### src/rtl/hcu_pkg.sv
package hcu_pkg;
    localparam int TGT_BASE   = 'h3000;
    localparam int IDC_BASE   = 'h4000;
    localparam int IDC_STRIDE = 32;
    localparam int HART_LSB   = 18;
    localparam int HART_W     = 14;
    localparam int NUM_LSB    = 16;

    typedef enum logic [1:0] {
        ACC_ERR,
        ACC_TGT,
        ACC_CLAIM,
        ACC_ZERO
    } acc_e;

    typedef enum logic {
        ST_IDLE,
        ST_ACK
    } bus_st_e;
endpackage

### src/rtl/hcu_addr_dec.sv
module hcu_addr_dec
    import hcu_pkg::*;
#(
    parameter int NSRC  = 31,
    parameter int NHART = 4,
    parameter int AW    = 16,
    parameter int SW    = 5,
    parameter int HW    = 2
) (
    input  logic [AW-1:0] addr,
    output acc_e          kind,
    output logic [SW-1:0] src,
    output logic [HW-1:0] hart
);
    localparam logic [AW-1:0] TGT_LO  = AW'(TGT_BASE + 4);
    localparam logic [AW-1:0] TGT_HI  = AW'(TGT_BASE + 4 * NSRC);
    localparam logic [AW-1:0] IDC_LO  = AW'(IDC_BASE);
    localparam logic [AW-1:0] IDC_END = AW'(IDC_BASE + IDC_STRIDE * NHART);

    assign src  = SW'((addr - AW'(TGT_BASE)) >> 2);
    assign hart = HW'((addr - IDC_LO) >> 5);

    always_comb begin
        kind = ACC_ERR;
        if (addr[1:0] == 2'b00) begin
            if (addr >= TGT_LO && addr <= TGT_HI) begin
                kind = ACC_TGT;
            end else if (addr >= IDC_LO && addr < IDC_END) begin
                unique case (addr[4:0])
                    5'h1C:                      kind = ACC_CLAIM;
                    5'h00, 5'h04, 5'h08, 5'h18: kind = ACC_ZERO;
                    default:                    kind = ACC_ERR;
                endcase
            end
        end
    end
endmodule

### src/rtl/hcu_target_regs.sv
module hcu_target_regs
    import hcu_pkg::*;
#(
    parameter int NSRC  = 31,
    parameter int NHART = 4,
    parameter int SW    = 5
) (
    input  logic                        clk,
    input  logic                        rst_n,
    input  logic                        we,
    input  logic [SW-1:0]               sel,
    input  logic [31:0]                 wdata,
    output logic [31:0]                 rdata,
    output logic [NHART-1:0][NSRC-1:0]  route
);
    logic [NSRC*32-1:0] words;

    for (genvar s = 0; s < NSRC; s++) begin : g_src
        logic [31:0] word_q;

        always_ff @(posedge clk) begin
            if (!rst_n) begin
                word_q <= '0;
            end else if (we && sel == SW'(s + 1)) begin
                word_q <= wdata;
            end
        end

        assign words[s*32 +: 32] = word_q;

        for (genvar h = 0; h < NHART; h++) begin : g_hart
            assign route[h][s] = (word_q[HART_LSB +: HART_W] == HART_W'(h));
        end
    end

    always_comb begin
        rdata = '0;
        for (int i = 0; i < NSRC; i++) begin
            if (sel == SW'(i + 1)) begin
                rdata = words[i*32 +: 32];
            end
        end
    end
endmodule

### src/rtl/hcu_claim_scan.sv
module hcu_claim_scan #(
    parameter int NSRC  = 31,
    parameter int NHART = 4,
    parameter int SW    = 5
) (
    input  logic [NSRC-1:0]             pend,
    input  logic [NSRC-1:0]             en,
    input  logic                        dom_en,
    input  logic [NHART-1:0][NSRC-1:0]  route,
    output logic [NHART-1:0]            found,
    output logic [NHART-1:0][SW-1:0]    num,
    output logic [NHART-1:0]            irq
);
    for (genvar h = 0; h < NHART; h++) begin : g_hart
        logic [NSRC-1:0] cand;
        logic [SW-1:0]   first;

        assign cand     = pend & route[h];
        assign found[h] = |cand;
        assign irq[h]   = dom_en & (|(cand & en));

        // lowest index wins: walk downward so the last hit is the smallest
        always_comb begin
            first = '0;
            for (int s = NSRC - 1; s >= 0; s--) begin
                if (cand[s]) begin
                    first = SW'(s + 1);
                end
            end
        end

        assign num[h] = first;
    end
endmodule

### src/rtl/hart_claim_unit.sv
module hart_claim_unit
    import hcu_pkg::*;
#(
    parameter int NSRC  = 31,
    parameter int NHART = 4,
    parameter int AW    = 16
) (
    input  logic             clk,
    input  logic             rst_n,
    input  logic             bus_valid,
    input  logic             bus_write,
    input  logic [AW-1:0]    bus_addr,
    input  logic [31:0]      bus_wdata,
    output logic             bus_ack,
    output logic [31:0]      bus_rdata,
    output logic             bus_err,
    input  logic             dom_en,
    input  logic [NSRC-1:0]  src_pend,
    input  logic [NSRC-1:0]  src_en,
    output logic [NSRC-1:0]  clr_pend,
    output logic [NHART-1:0] hart_irq
);
    localparam int SW = $clog2(NSRC + 1);
    localparam int HW = (NHART > 1) ? $clog2(NHART) : 1;

    acc_e                       kind;
    logic [SW-1:0]              src_sel;
    logic [HW-1:0]              hart_sel;
    logic [31:0]                tgt_rdata;
    logic [NHART-1:0][NSRC-1:0] route;
    logic [NHART-1:0]           found;
    logic [NHART-1:0][SW-1:0]   num;
    logic [NSRC-1:0]            eff_pend;
    logic [NSRC-1:0]            clr_q;
    logic [31:0]                rdata_q;
    logic                       err_q;
    logic [31:0]                rd_next;
    logic                       tgt_we;
    logic                       claim_rd;
    bus_st_e                    state_q;
    bus_st_e                    state_d;

    hcu_addr_dec #(
        .NSRC(NSRC), .NHART(NHART), .AW(AW), .SW(SW), .HW(HW)
    ) u_dec (
        .addr (bus_addr),
        .kind (kind),
        .src  (src_sel),
        .hart (hart_sel)
    );

    assign tgt_we = bus_valid & bus_write & (kind == ACC_TGT);

    hcu_target_regs #(
        .NSRC(NSRC), .NHART(NHART), .SW(SW)
    ) u_tgt (
        .clk   (clk),
        .rst_n (rst_n),
        .we    (tgt_we),
        .sel   (src_sel),
        .wdata (bus_wdata),
        .rdata (tgt_rdata),
        .route (route)
    );

    // a source whose clear is still in flight is treated as already taken
    assign eff_pend = src_pend & ~clr_q;

    hcu_claim_scan #(
        .NSRC(NSRC), .NHART(NHART), .SW(SW)
    ) u_scan (
        .pend   (eff_pend),
        .en     (src_en),
        .dom_en (dom_en),
        .route  (route),
        .found  (found),
        .num    (num),
        .irq    (hart_irq)
    );

    assign claim_rd = bus_valid & ~bus_write & (kind == ACC_CLAIM) & found[hart_sel];

    always_comb begin
        rd_next = '0;
        unique case (kind)
            ACC_TGT:   rd_next = bus_write ? '0 : tgt_rdata;
            ACC_CLAIM: rd_next = claim_rd ? (32'(num[hart_sel]) << NUM_LSB) : '0;
            ACC_ZERO:  rd_next = '0;
            ACC_ERR:   rd_next = '0;
        endcase
    end

    // bus response state machine: next state
    always_comb begin
        state_d = state_q;
        unique case (state_q)
            ST_IDLE: state_d = bus_valid ? ST_ACK : ST_IDLE;
            ST_ACK:  state_d = bus_valid ? ST_ACK : ST_IDLE;
        endcase
    end

    // state register
    always_ff @(posedge clk) begin
        if (!rst_n) begin
            state_q <= ST_IDLE;
        end else begin
            state_q <= state_d;
        end
    end

    // outputs of the state machine
    always_comb begin
        bus_ack = (state_q == ST_ACK);
    end

    // response data and clear strobe, registered with the state
    always_ff @(posedge clk) begin
        if (!rst_n) begin
            rdata_q <= '0;
            err_q   <= 1'b0;
            clr_q   <= '0;
        end else begin
            rdata_q <= bus_valid ? rd_next : '0;
            err_q   <= bus_valid && (kind == ACC_ERR);
            clr_q   <= claim_rd ? (NSRC'(1) << (num[hart_sel] - SW'(1))) : '0;
        end
    end

    assign bus_rdata = rdata_q;
    assign bus_err   = err_q;
    assign clr_pend  = clr_q;
endmodule

### config.mk
export PLATFORM = sky130hd
export DESIGN_NAME = hart_claim_unit
export DESIGN_NICKNAME = d
export VERILOG_FILES = /design/src/rtl/hcu_pkg.sv /design/src/rtl/hcu_addr_dec.sv /design/src/rtl/hcu_target_regs.sv /design/src/rtl/hcu_claim_scan.sv /design/src/rtl/hart_claim_unit.sv
export SDC_FILE = /design/constraint.sdc
export NUM_CORES = 2
export LEC_CHECK = 0
export ABC_AREA = 1
export BUFFER_PORTS_ARGS = -buffer_cell sky130_fd_sc_hd__buf_2
export CORE_AREA = 2 2 407 308
export DETAILED_ROUTE_END_ITERATION = 10
export DIE_AREA = 0 0 409 310
export HOLD_SLACK_MARGIN = 0.03
export SLEW_MARGIN = 20
export SYNTH_ARGS = -nofsm -noshare
export SYNTH_HDL_FRONTEND = slang
export SYNTH_SLANG_ARGS = --single-unit
### constraint.sdc
create_clock -name clk -period 9.22 [get_ports clk]
set_input_delay 0.922 -clock clk [delete_from_list [all_inputs] [get_ports clk]]
set_output_delay 0.922 -clock clk [all_outputs]
set_load 0.01 [all_outputs]
; Word-level counts from Yosys, hierarchy flattened
; Cells that the tools add are included.
[totals]
regBits = 1057
output_inout_bits = 69
[op_classes]
n_bitwise = 20
magnitude_cmp = 5
mux = 167
eq_ne = 131
reduce_logical = 80
add_sub_neg = 3
shifts = 1
[op_table]
columns = operator, n
row1 = $mux W32, 32
row2 = $eq A14 B2 Y1 const B, 62
row3 = $mux W5, 125
row4 = $eq A14 B1 Y1 const B, 31
row5 = $logic_not A14 Y1, 31
row6 = $and A31 B31 Y31, 9
row7 = $reduce_or A31 Y1, 8
row8 = $pmux W32 S3, 1
row9 = $eq A5 B5 Y1 const B, 18
row10 = $eq A5 B4 Y1 const B, 9
row11 = $logic_and A1 B1 Y1, 34
row12 = $not A31 Y31, 1
row13 = $shl A1 B5 Y31 const A, 1
row14 = $eq A5 B3 Y1 const B, 5
row15 = $mux W21, 1
row16 = $ge A16 B14 Y1 const B, 1
row17 = $ge A16 B15 Y1 const B, 1
row18 = $le A16 B14 Y1 const B, 1
row19 = $lt A16 B15 Y1 const B, 1
row20 = $sub A7 B1 Y7 const B, 2
row21 = $bmux W5 S2, 1
row22 = $eq A5 B2 Y1 const B, 2
row23 = $and A1 B1 Y1, 9
row24 = $mux W2, 3
row25 = other kinds (14), 18

; Depth between registers and ports, before layout
[logic_depth]
ltp_word = 38
mapped_depth = 44

; Hierarchy
; A second synthesis with hierarchy kept.
[unflattened]
hier_cells = 7500
hier_area_um2 = 49493.7
[by_module_without_submodules]
columns = mod, seq_area_each_um2, area_per_inst_um2, cells_per_inst, instances
row1 = hcu_target_regs, 19859.0, 44142.3, 6520, 1
row2 = hcu_claim_scan, 0.0, 2647.5, 599, 1
row3 = hart_claim_unit, 1301.2, 2491.1, 340, 1
row4 = hcu_addr_dec, 0.0, 212.7, 41, 1

; Worst setup path after synthesis
; OpenSTA, ideal clock, no wires.
[synth_timing]
path_kind = input to register
startpoint = in bus_addr[3]
endpoint = reg rdata_q[10], in the netlist bus_rdata[10]
stages = 21
slack_ps = 5610
t_arrival_ps = 3483
path_buffers = 3
t_required_ps = 9092
setup_time_ps = 128
cell_sequence = clkbuf_1 -> nand2_1 -> inv_1 -> nand3_1 -> inv_1 -> buf_2 -> buf_2 -> a221oi_1 -> nand3_1 -> o22ai_1 -> nand4_1 -> nor3b_1 -> nand4_1 -> nor3_1 -> nand4_1 -> nor3_1 -> nand3_1 -> nor3_1 -> nand3_1 -> a2111oi_0 -> nor2_1
[synth_via]
elab_chain_len = 35
word_cells_on_any_way = 86
classes_between = 1 x add/sub / 4 x order compare / 38 x eq/ne / 37 x mux / 6 x reduce/logical
[synth_rtl]
columns = item, line_no
row1 = "start, declared", hart_claim_unit.sv:12  ; input logic [AW-1:0] bus_addr,
row2 = $sub A7 B1 Y7, hcu_addr_dec.sv:20  ; assign src = SW'((addr - AW'(TGT_BASE)) >> 2);
row3 = $eq A5 B1 Y1, hcu_target_regs.sv:39  ; if (sel == SW'(i + 1)) begin
row4 = $mux W32 (31 in series), hcu_target_regs.sv:39
row5 = $mux W32, hart_claim_unit.sv:86  ; ACC_TGT: rd_next = bus_write ? '0 : tgt_rdata;
row6 = $pmux W32 S3 *, hart_claim_unit.sv:85  ; unique case (kind)
row7 = "end signal, assigned", hart_claim_unit.sv:123  ; rdata_q <= bus_valid ? rd_next : '0;
row8 = "end, declared", hart_claim_unit.sv:35  ; logic [31:0] rdata_q;
; Mark *: on every way between the ends. The rest lies on a longest branch, timed or not.
; A chain may end at the register's enable or synchronous reset.

; Worst setup path after layout
[layout_timing]
startpoint = in bus_addr[6]
endpoint = reg rdata_q[7], in the netlist bus_rdata[7]
; Same word-level chain as after synthesis.

==> summary.md <==
| Metric | Value |
|---|---|
| Status | `finished clean` |
| Period Utilization, post-route | `0.571` |
| Remaining Overflow, GRT | `0` |
| Crit path kind | `primary input to register` |
| Dpl hpwl | `~150 mm` |
| Setup TNS | `0 ns` |
| Max Slew Vio Count | `0` |
| Top cell type's share of synthesized area | `0.434` |
| Full die area | `127,000 µm²` |
| Mean routed wirelength per cell | `~24 µm` |
| Post-cts resize count | `0` |
| Site row count | `112` |
| Cell mode on critical path | `nand4_1` |
| Main synth FF type | `dfxtp_1` |
| Overall Power | `9.73 mW` |
| Met2 routed wirelength | `81.8 mm` |
| Synthesized area per cell | `6.87 µm²` |
| Reg power frac | `0.469` |
| Worst slew margin | `0.138` |
| Cell variety after synth | `43` |
| Critical path launch point type | `primary input` |
| Clock root cell | `clkbuf_16` |
| Pin count of the biggest net entering global routing | `137` |
| Critical Path, Cell by Cell | `buf_2 > inv_1 > buf_4 > nand3_1 > buf_4 > nor2_1 > a221oi_1 > nand3_1 > o22ai_1 > nand4_1 > nor2_1 > nand4_1 > nor2_1 > nand4_1 > nor4_1 > nand4_1 > nor3_1 > nand4_1 > o221ai_1 > inv_1` |
| PwrDens | `179 nW/µm²` |
| Routed WL | `213 mm` |
| Ys async rst share | `0` |
| Most numerous cell in the Yosys netlist | `nor2_1` |
| VDD IR max | `156 µV` |
| CTS Buffer Depth | `3` |
| RD Place Congestion | `1.01` |
| Gate power share | `0.047` |
| Ys Warns | `0` |
| Crit path max-delay cell type | `nand3_1` |
| CP required | `9.84 ns` |
| CP arrival | `5.88 ns` |
| Clock sinks | `~1,100` |
| Worst slack at placement | `approximately 3.4 ns` |
| Chip width | `approximately 410 µm` |
| Synth cell count leaders | `1,885 x nor2_1, 1,057 x dfxtp_1, 855 x nand2_1, 687 x inv_1, 581 x o21ai_0` |
| Via density | `5.73` |
| Final antenna-violating net count | `0` |
| Iteration-0 DRC count of the detailed router | `6,683` |
| Synth Register Bits | `1,057` |
| Worst setup EP type | `register` |
| Share of layout cells above drive strength 1 | `0.0776` |
| Pint | `roughly 7.3 mW` |
| RSZ-0062 raised after global routing | `no` |
| Mapped Area | `48,700 µm²` |
| Chip height | `310 µm` |
| Syn Inst Count | `just over 7,000` |
| Synthesized Nets | `7,212` |
| Global-route wire length before repair | `308 mm` |
| # hold bufs at CTS | `0` |
| Clk_skew | `0.0675 ns` |
| Critical-path maximum fanout | `24` |
| Total GRT Usage | `0.324` |
| Leading area contributor after synthesis | `dfxtp_1` |
| Fmax | `190 MHz` |
| Register Area | `21,200 µm²` |
| CTS Buf Count | `108` |
| Detailed-route DRC error count | `0` |
| M1 wire length | `97.4 mm` |
| Sequential area share after synthesis | `0.434` |
| Worst hold path type | `register to register` |
| Top cells by area, synth | `dfxtp_1 43%, nor2_1 15%, a211oi_1 7.9%` |
| Vias in the first global route | `44,300` |
| Initial antenna violation count | `20` |
| Top Layer Used | `met5` |
| CORE AREA | `about 120,000 µm²` |
| Clock share of power | `0.484` |
| Sw frac | `0.245` |
| Final net count | `between 7,000 and 8,000` |
| Detailed Routing Iterations Pass 1 | `6` |
| Wire length on met3 | `roughly 29 mm` |
| Worst slew pin tran | `between 1 and 1.5 ns` |
| Worst setup margin | `3.96 ns` |
| Number of max-cap violations | `0` |
| Multi-input gate area | `23,000 µm²` |
| Max incr delay on CP | `0.58 ns` |
| Tmin final | `5.26 ns` |
| Post-synth EDFFs | `0` |
| Top-Level Pins | `184` |
| Starting Density | `0.396` |
| Setup Fix Bufs, Post-CTS | `0` |
| Switching pwr | `between 2 and 2.5 mW` |
| PortBufs | `183` |
| Via count | `approximately 50,000` |
| Area grow syn2layout | `11.7%` |
| # setup viols final | `0` |
| Clk Latency, worst-skew pair | `approximately 0.73 ns` |
| Fillers | `12,700` |
| H-tree depth | `3` |
| Hold Vio Cnt, Final | `0` |
| Clk slew on worst S/H paths | `0.07 ns` |
| Static leakage | `22.0 nW` |
| CTS tree | `built` |
[metal layers]
| layer | vias up | GRT usage |
|---|---|---|
| met4 | 22 | 0.0747 |
| met2 | 2742 | 0.439 |
| met3 | 308 | 0.108 |
| met1 | 23700 | 0.486 |
| li1 | 23300 | - |
| met5 | - | 0 |
[power groups by stage]
stage	clock, mW	sequential [mW]	combinational (mW)
6_report	4.71	4.57	0.456
5_1_grt	4.93	4.56	0.468
4_1_cts	4.75	4.57	0.437
3_5_place_dp	0	4.67	0.436
3_3_place_gp	0	4.67	0.438
2_1_floorplan	0	4.67	0.222
[state kept, by name (all words and copies together), names as in the netlist]
name,count
u_tgt.g_src.word_q,992
bus_rdata,32
clr_pend,31
bus_ack,1
bus_err,1
[critical path: cells and delay by family]
kind	cells	cell delay [ns]
buf+inv	5	1.27
simple gates	12	2.93
compound gates	3	0.69
[final timing paths]
kind	start	end	slack, ns	cells past startpoint
max	bus_addr[6]	bus_rdata[7]	3.96	20
min	u_tgt.g_src[14].word_q[13]	u_tgt.g_src[14].word_q[13]	0.46	2
max reg2reg	clr_pend[17]	clr_pend[22]	4.28	27
min reg2reg	u_tgt.g_src[14].word_q[13]	u_tgt.g_src[14].word_q[13]	0.46	2
[placed cells by master, fill, tap and decap left out, drive strengths merged, types with 152 or more instances in the layout]
master / count
a211oi: 513
buf: 282
clkbuf: 152
dfxtp: 1057
inv: 719
nand2: 860
nand3: 236
nand4: 231
nor2: 1902
o21ai: 582
[cells by family after synthesis]
family | count (synthesis) | synth area share
compound gates | 1429 | 0.183
buf+inv | 1228 | 0.0955
flops | 1057 | 0.434
simple gates | 3383 | 0.287
[layout make-up]
class | count | area share
sequential | 1057 | 0.388
clock buffer | 152 | 0.0588
timing repair buffer | 282 | 0.0309
tap | 1653 | 0.0380
multi-input combinational | 4812 | 0.422
antenna | 5 | 0.000230
clock inverter | 46 | 0.0110
inverter | 738 | 0.0510
[through the flow]
step	std cells	util	cell area, µm²	hold WS (ns)
floorplan	7097	-	48700	0.434
global placement	8542	0.411	50700	0.446
detailed placement	8542	0.411	50700	0.450
global route	8740	0.442	54500	0.479
CTS	8740	0.442	54500	0.460
finish	8745	0.442	54500	0.460
Note: power is estimated with default switching activity, not from simulation.
